`src/rtl/pbus_pkg.sv`:
```
package pbus_pkg;
  localparam int TICK_W = 7;

  typedef enum logic [1:0] {
    KIND_CMD  = 2'd0,
    KIND_DATA = 2'd1,
    KIND_RD   = 2'd2,
    KIND_RD2  = 2'd3
  } kind_e;

  typedef struct packed {
    logic [3:0] csOn;
    logic [5:0] csOff;
    logic [3:0] weOn;
    logic [5:0] weOff;
    logic [3:0] reOn;
    logic [5:0] reOff;
    logic [5:0] wrCycle;
    logic [5:0] rdCycle;
    logic [5:0] csGap;
    logic [5:0] accTick;
  } timing_t;

  typedef struct packed {
    logic              active;
    logic              load;
    logic              loadCmd;
    logic              isRead;
    logic              capture;
    logic [TICK_W-1:0] tick;
  } strobe_t;
endpackage

```
`src/rtl/pbus_timing_decode.sv`:
```
module pbus_timing_decode
  import pbus_pkg::*;
(
  input  logic [29:0] edgeWord,
  input  logic [23:0] cycleWord,
  output timing_t     tim,
  output logic        cfgErr
);
  always_comb begin
    tim.csOn    = edgeWord[3:0];
    tim.csOff   = edgeWord[9:4];
    tim.weOn    = edgeWord[13:10];
    tim.weOff   = edgeWord[19:14];
    tim.reOn    = edgeWord[23:20];
    tim.reOff   = edgeWord[29:24];
    tim.wrCycle = cycleWord[5:0];
    tim.rdCycle = cycleWord[11:6];
    tim.csGap   = cycleWord[17:12];
    tim.accTick = cycleWord[23:18];
  end

  logic weBad, reBad, csBad, csLate, cycBad, accBad;

  always_comb begin
    weBad  = tim.weOff <= {2'b00, tim.weOn};
    reBad  = tim.reOff <= {2'b00, tim.reOn};
    csBad  = tim.csOff <= {2'b00, tim.csOn};
    csLate = (tim.csOff < tim.weOff) || (tim.csOff < tim.reOff);
    cycBad = (tim.wrCycle < tim.weOff) || (tim.rdCycle < tim.reOff);
    accBad = tim.accTick <= {2'b00, tim.reOn};
    cfgErr = weBad | reBad | csBad | csLate | cycBad | accBad;
  end
endmodule

```
`src/rtl/pbus_ctrl.sv`:
```
module pbus_ctrl
  import pbus_pkg::*;
(
  input  logic       clk,
  input  logic       rstN,
  input  logic       reqValid,
  input  logic [1:0] reqKind,
  input  timing_t    tim,
  input  logic       cfgErr,
  input  logic       tickDouble,
  output strobe_t    ctl,
  output logic       busy
);
  logic              active;
  logic              isRead;
  logic              pre;
  logic [TICK_W-1:0] tick;
  logic [TICK_W-1:0] cycSel;
  logic [TICK_W-1:0] gapEnd;
  logic [TICK_W-1:0] endTick;
  logic              accept;
  logic              tickDone;

  always_comb begin
    cycSel   = isRead ? {1'b0, tim.rdCycle} : {1'b0, tim.wrCycle};
    gapEnd   = {1'b0, tim.csOff} + {1'b0, tim.csGap};
    endTick  = (cycSel > gapEnd) ? cycSel : gapEnd;
    accept   = reqValid && !active && !cfgErr;
    tickDone = !tickDouble || pre;
  end

  always_ff @(posedge clk) begin
    if (!rstN) begin
      active <= 1'b0;
      isRead <= 1'b0;
      pre    <= 1'b0;
      tick   <= '0;
    end else if (accept) begin
      active <= 1'b1;
      isRead <= reqKind[1];
      pre    <= 1'b0;
      tick   <= '0;
    end else if (active) begin
      if (tickDone) begin
        pre <= 1'b0;
        if (tick == endTick - 1'b1) active <= 1'b0;
        else                        tick   <= tick + 1'b1;
      end else begin
        pre <= 1'b1;
      end
    end
  end

  always_comb begin
    ctl.active  = active;
    ctl.load    = accept;
    ctl.loadCmd = (reqKind == KIND_CMD);
    ctl.isRead  = isRead;
    ctl.capture = active && isRead && !pre && (tick == {1'b0, tim.accTick});
    ctl.tick    = tick;
    busy        = active;
  end


  tick_bound_chk: assert property (@(posedge clk) disable iff (!rstN)
    active |-> (tick < endTick));


  cfg_block_chk: assert property (@(posedge clk) disable iff (!rstN)
    (!active && cfgErr) |=> !active);


  slow_tick_chk: assert property (@(posedge clk) disable iff (!rstN)
    (active && tickDouble && !pre) |=> (tick == $past(tick)));


  busy_drop_chk: assert property (@(posedge clk) disable iff (!rstN)
    (active && reqValid && !(tickDone && tick == endTick - 1'b1)) |=> (isRead == $past(isRead)));
endmodule

```
`src/rtl/pbus_datapath.sv`:
```
module pbus_datapath
  import pbus_pkg::*;
#(
  parameter int DW = 8
) (
  input  logic          clk,
  input  logic          rstN,
  input  strobe_t       ctl,
  input  timing_t       tim,
  input  logic [3:0]    polarity,
  input  logic [DW-1:0] reqData,
  input  logic [DW-1:0] dbIn,
  output logic          csOut,
  output logic          weOut,
  output logic          reOut,
  output logic          a0Out,
  output logic [DW-1:0] dbOut,
  output logic          dbOe,
  output logic [DW-1:0] rdData,
  output logic          rdValid
);
  logic          a0Cmd;
  logic [DW-1:0] wrReg;
  logic          csAct, weAct, reAct;

  function automatic logic inWin(input logic [TICK_W-1:0] t,
                                 input logic [TICK_W-1:0] onT,
                                 input logic [TICK_W-1:0] offT);
    return (t >= onT) && (t < offT);
  endfunction

  always_comb begin
    csAct = ctl.active && inWin(ctl.tick, {3'b000, tim.csOn}, {1'b0, tim.csOff});
    weAct = ctl.active && !ctl.isRead && inWin(ctl.tick, {3'b000, tim.weOn}, {1'b0, tim.weOff});
    reAct = ctl.active && ctl.isRead && inWin(ctl.tick, {3'b000, tim.reOn}, {1'b0, tim.reOff});
    csOut = polarity[3] ? csAct : !csAct;
    weOut = polarity[2] ? weAct : !weAct;
    reOut = polarity[1] ? reAct : !reAct;
    a0Out = a0Cmd ? polarity[0] : !polarity[0];
    dbOe  = ctl.active && !ctl.isRead;
    dbOut = wrReg;
  end

  always_ff @(posedge clk) begin
    if (!rstN) begin
      a0Cmd   <= 1'b0;
      wrReg   <= '0;
      rdData  <= '0;
      rdValid <= 1'b0;
    end else begin
      rdValid <= ctl.capture;
      if (ctl.load) begin
        a0Cmd <= ctl.loadCmd;
        wrReg <= reqData;
      end
      if (ctl.capture) rdData <= dbIn;
    end
  end


  no_we_on_read_chk: assert property (@(posedge clk) disable iff (!rstN)
    (ctl.active && ctl.isRead) |-> (weOut == !polarity[2]));


  no_drive_on_read_chk: assert property (@(posedge clk) disable iff (!rstN)
    (ctl.active && ctl.isRead) |-> !dbOe);


  rd_pulse_chk: assert property (@(posedge clk) disable iff (!rstN)
    rdValid |-> $past(ctl.active && ctl.isRead));


  idle_strobe_chk: assert property (@(posedge clk) disable iff (!rstN)
    !ctl.active |-> (csOut == !polarity[3] && reOut == !polarity[1]));
endmodule

```
`src/rtl/pbus_strobe_gen.sv`:
```
module pbus_strobe_gen
  import pbus_pkg::*;
#(
  parameter int DW = 8
) (
  input  logic          clk,
  input  logic          rstN,
  input  logic [29:0]   edgeWord,
  input  logic [23:0]   cycleWord,
  input  logic          tickDouble,
  input  logic [3:0]    polarity,
  input  logic          reqValid,
  input  logic [1:0]    reqKind,
  input  logic [DW-1:0] reqData,
  input  logic [DW-1:0] dbIn,
  output logic          busy,
  output logic          cfgErr,
  output logic          csOut,
  output logic          weOut,
  output logic          reOut,
  output logic          a0Out,
  output logic [DW-1:0] dbOut,
  output logic          dbOe,
  output logic [DW-1:0] rdData,
  output logic          rdValid
);
  timing_t tim;
  strobe_t ctl;

  pbus_timing_decode dec_i (
    .edgeWord (edgeWord),
    .cycleWord(cycleWord),
    .tim      (tim),
    .cfgErr   (cfgErr)
  );

  pbus_ctrl ctrl_i (
    .clk       (clk),
    .rstN      (rstN),
    .reqValid  (reqValid),
    .reqKind   (reqKind),
    .tim       (tim),
    .cfgErr    (cfgErr),
    .tickDouble(tickDouble),
    .ctl       (ctl),
    .busy      (busy)
  );

  pbus_datapath #(.DW(DW)) dp_i (
    .clk     (clk),
    .rstN    (rstN),
    .ctl     (ctl),
    .tim     (tim),
    .polarity(polarity),
    .reqData (reqData),
    .dbIn    (dbIn),
    .csOut   (csOut),
    .weOut   (weOut),
    .reOut   (reOut),
    .a0Out   (a0Out),
    .dbOut   (dbOut),
    .dbOe    (dbOe),
    .rdData  (rdData),
    .rdValid (rdValid)
  );
endmodule

```
`config.mk`:
```
export PLATFORM = sky130hd
export DESIGN_NAME = pbus_strobe_gen
export DESIGN_NICKNAME = d
export VERILOG_FILES = /design/src/rtl/pbus_pkg.sv /design/src/rtl/pbus_timing_decode.sv /design/src/rtl/pbus_ctrl.sv /design/src/rtl/pbus_datapath.sv /design/src/rtl/pbus_strobe_gen.sv
export SDC_FILE = /design/constraint.sdc
export NUM_CORES = 1
export LEC_CHECK = 0
export BUFFER_PORTS_ARGS = -buffer_cell sky130_fd_sc_hd__buf_2
export CAP_MARGIN = 5
export CORE_ASPECT_RATIO = 1.4
export CORE_MARGIN = 2
export CORE_UTILIZATION = 55
export DETAILED_ROUTE_END_ITERATION = 6
export GPL_ROUTABILITY_DRIVEN = 1
export PLACE_DENSITY = 0.8
export SYNTH_ARGS = -nofsm -noshare
export SYNTH_HDL_FRONTEND = slang
export SYNTH_SLANG_ARGS = --single-unit
export TNS_END_PERCENT = 1
```
`constraint.sdc`:
```
create_clock -name clk -period 6.1 [get_ports clk]
set_clock_uncertainty 0.05 [all_clocks]
set_input_delay 0.61 -clock clk [delete_from_list [all_inputs] [get_ports clk]]
set_output_delay 0.61 -clock clk [all_outputs]
set_load 0.005 [all_outputs]
```
==> impl_metrics.ini <==
[critical_path]
crit_fanout = 15
rrSetupSlack_ns = 1.33
criticalPathCategory = in -> reg
cp-end-kind = register
critPathArrivalTime_ns = 5.17
r2r_start = ctrl_i.isRead
required_ns = 6.21
critical_path.startpoint_type = primary input
reg2reg_to = ctrl_i.tick[0]
reg2regPathDepth = 18

[timing]
finalHoldViolCount = 0
final_max_slew_viol_count = 0
fin_crit_sh_pct = 83.0
period_minus_slack_ns = 5.06
fin_tns_setup_ns = 0
setup_viol = 0
slew_headroom_pct = 25.3
timing.fmax_ghz = 0.198
rsz0062_at_grt = false
worstMarginPinSlew_ns = 1.11

[hold_path]
hold_depth = 2
hp-start = dp_i.a0Cmd
min_to = dp_i.a0Cmd
min_path_type = reg -> reg

[logic_synthesis]
synth.top_cell.area_share_pct = 24.7
synth_area_sq_um = 3860
synth_seq_cells = 28
ys_warn_count = 0
ys_seq_area_share_pct = 14.5
synth_area_leader_cell = ha_1
netlist_top_cells_area = ha_1, dfxtp_1, mux2i_1
synth_nets = 629
syn_inst = 472
async_flop_share_pct = 0
synth_ff_type = dfxtp_1
synth_edf_count = 0
synth_cell_types = 63
synth.avg_cell_area_sq_um = 8.17

[pwr]
peakVddDrop_v = 0.000171
power_uw = 618
powerDensity_nw_per_um2 = 138
leakagePower_nw = 2.33

[global_route]
antenna_found_initial = 0
grtUsageMet3_pct = 2.93
grt_max_degree = 21
grt_pass1_wl_mm = 16.3
grt_use_met2_pct = 49.7
grtUsageMet1_pct = 29.4
grt-ovfl-total = 0
busiest_layer = met2
grt_pass1_vias = 3797
track_usage_pct = 26.5

[detailed_routing]
vias = 3792
drt-total-wl_mm = 9.88
first_iter_violations = 130
vias_per_cell = 5.75
wl_per_cell_microns = 15.0
postRouteAntennaNets = 0
firstDrtPassIters = 4
drc = 0

[floorplanning]
boundaryPins = 104
die_w_microns = 74.8
dieHeight_microns = 103
core_sq_um = 6890
die_area_sq_um = 7710
rows = 36
initial_utilization_pct = 56.0

[placement]
dp_hpwl_mm = 8.31
dpl_cell_area_sq_um = 4420
place_inst = 656
gp_congestion = 0.884
port_buffers = 103

[finish]
drive_above_1_share_pct = 21.8
num_antenna_cells = 0
layout_commonest_cell = buf_2
layout.cells.non_filler = 660
syn2layout_area_growth_pct = 16.6
final_cell_area_sq_um = 4500
final_nets = 723
final_cell_mix = buf_2, ha_1, inv_1, nor2_1, a21oi_1

[cts]
holdBufCountCts = 0
numClockSinks = 28
post-cts-setup-buffers = 0
clkTransAtPathRegs_ns = 0.10
clockRootBuffer = clkbuf_8
htree_levels = 1
cts_buffers = 3
clk_path_buf_depth = 2
cts_tree = yes
cts-resized-gates = 0
insertion_delay_ns = 0.28

[outcome]
outcome = completed

[flow_run]
maxCapViolations = 0
-- cell families after synthesis --
| group | synth area share [%] |
|---|---|
| fa+ha+maj | 25.2 |
| buf+inv | 5.81 |
| mux | 7.88 |
| flops | 14.5 |
| xor+xnor | 5.26 |
| simple gates | 20.5 |
| compound gates | 20.8 |
-- worst max-delay path: stages --
cell	delay, ns
buf_2	0.15
ha_1	0.50
and3b_1	0.23
a211oi_1	0.42
o311ai_4	0.20
inv_1	0.09
ha_1	0.26
nand2b_1	0.13
o21bai_1	0.15
o2111ai_1	0.29
a21oi_1	0.29
or2_2	0.15
ha_1	0.21
nand3_1	0.09
nor3_1	0.20
o2111ai_1	0.13
a2bb2oi_1	0.17
nor4_4	0.64
or3_1	0.20
a21oi_1	0.06
-- registers in the layout, summed over array words and instances (netlist names) --
name	flops
dp_i.rdData	8
ctrl_i.tick	7
ctrl_i.pre	1
dp_i.dbOut	8
dp_i.a0Cmd	1
dp_i.rdValid	1
ctrl_i.busy	1
ctrl_i.isRead	1
-- cells in the mapped netlist, types with 10 or more instances --
master / number
a211oi_1: 11
a21o_1: 23
a21oi_1: 33
dfxtp_1: 28
ha_1: 76
inv_1: 42
mux2i_1: 20
nand2_1: 19
nand2b_1: 21
nand3_1: 10
nor2_1: 37
nor2b_1: 10
o21ai_0: 16
or3_1: 11
xnor2_1: 15
-- worst max path at each step --
stage,startpoint,end,slack [ns],cells after the start
floorplan,edgeWord[9],ctrl_i.tick[6],1.52,21
global placement,edgeWord[9],ctrl_i.tick[2],1.01,20
detailed placement,edgeWord[9],ctrl_i.tick[2],0.83,21
CTS,edgeWord[9],ctrl_i.tick[0],1.11,21
global route,edgeWord[9],ctrl_i.tick[1],0.63,20
finish,edgeWord[9],ctrl_i.tick[0],1.04,20
-- per-stage QoR --
| step | setup WS (ns) | hold WS (ns) | utilization, % |
|---|---|---|---|
| after floorplan | 1.52 | 0.394 | - |
| after global placement | 1.01 | 0.408 | 64.2 |
| after detailed placement | 0.828 | 0.417 | 64.2 |
| after CTS | 1.11 | 0.430 | 65.2 |
| after global routing | 0.633 | 0.465 | 65.2 |
| final | 1.04 | 0.431 | 65.2 |
-- metal layers --
| layer | part of all wire (%) | up-vias | wire (microns) |
|---|---|---|---|
| met1 | 41 | 1731 | 4100 |
| met5 | 0 | - | 0 |
| met4 | 3.6 | 0 | 358 |
| met2 | 50 | 134 | 4950 |
| met3 | 4.8 | 28 | 477 |
| li1 | - | 1899 | - |
-- area by class of cell --
| cell class | count | area [sq um] |
|---|---|---|
| multi-input cells | 388 | 3070 |
| repair buffers | 103 | 515 |
| fillers | 615 | 2400 |
| inverters | 42 | 158 |
| well taps | 95 | 119 |
| clock inverters | 1 | 30.0 |
| flip-flops and latches | 28 | 561 |
| clock buffers | 3 | 41.3 |
-- power by group --
group,total (mW),internal (mW),switching [mW]
registers,0.184,0.183,0.000790
clock network,0.146,0.0880,0.0583
logic,0.288,0.130,0.158
Power figures use the tool's default switching activity.
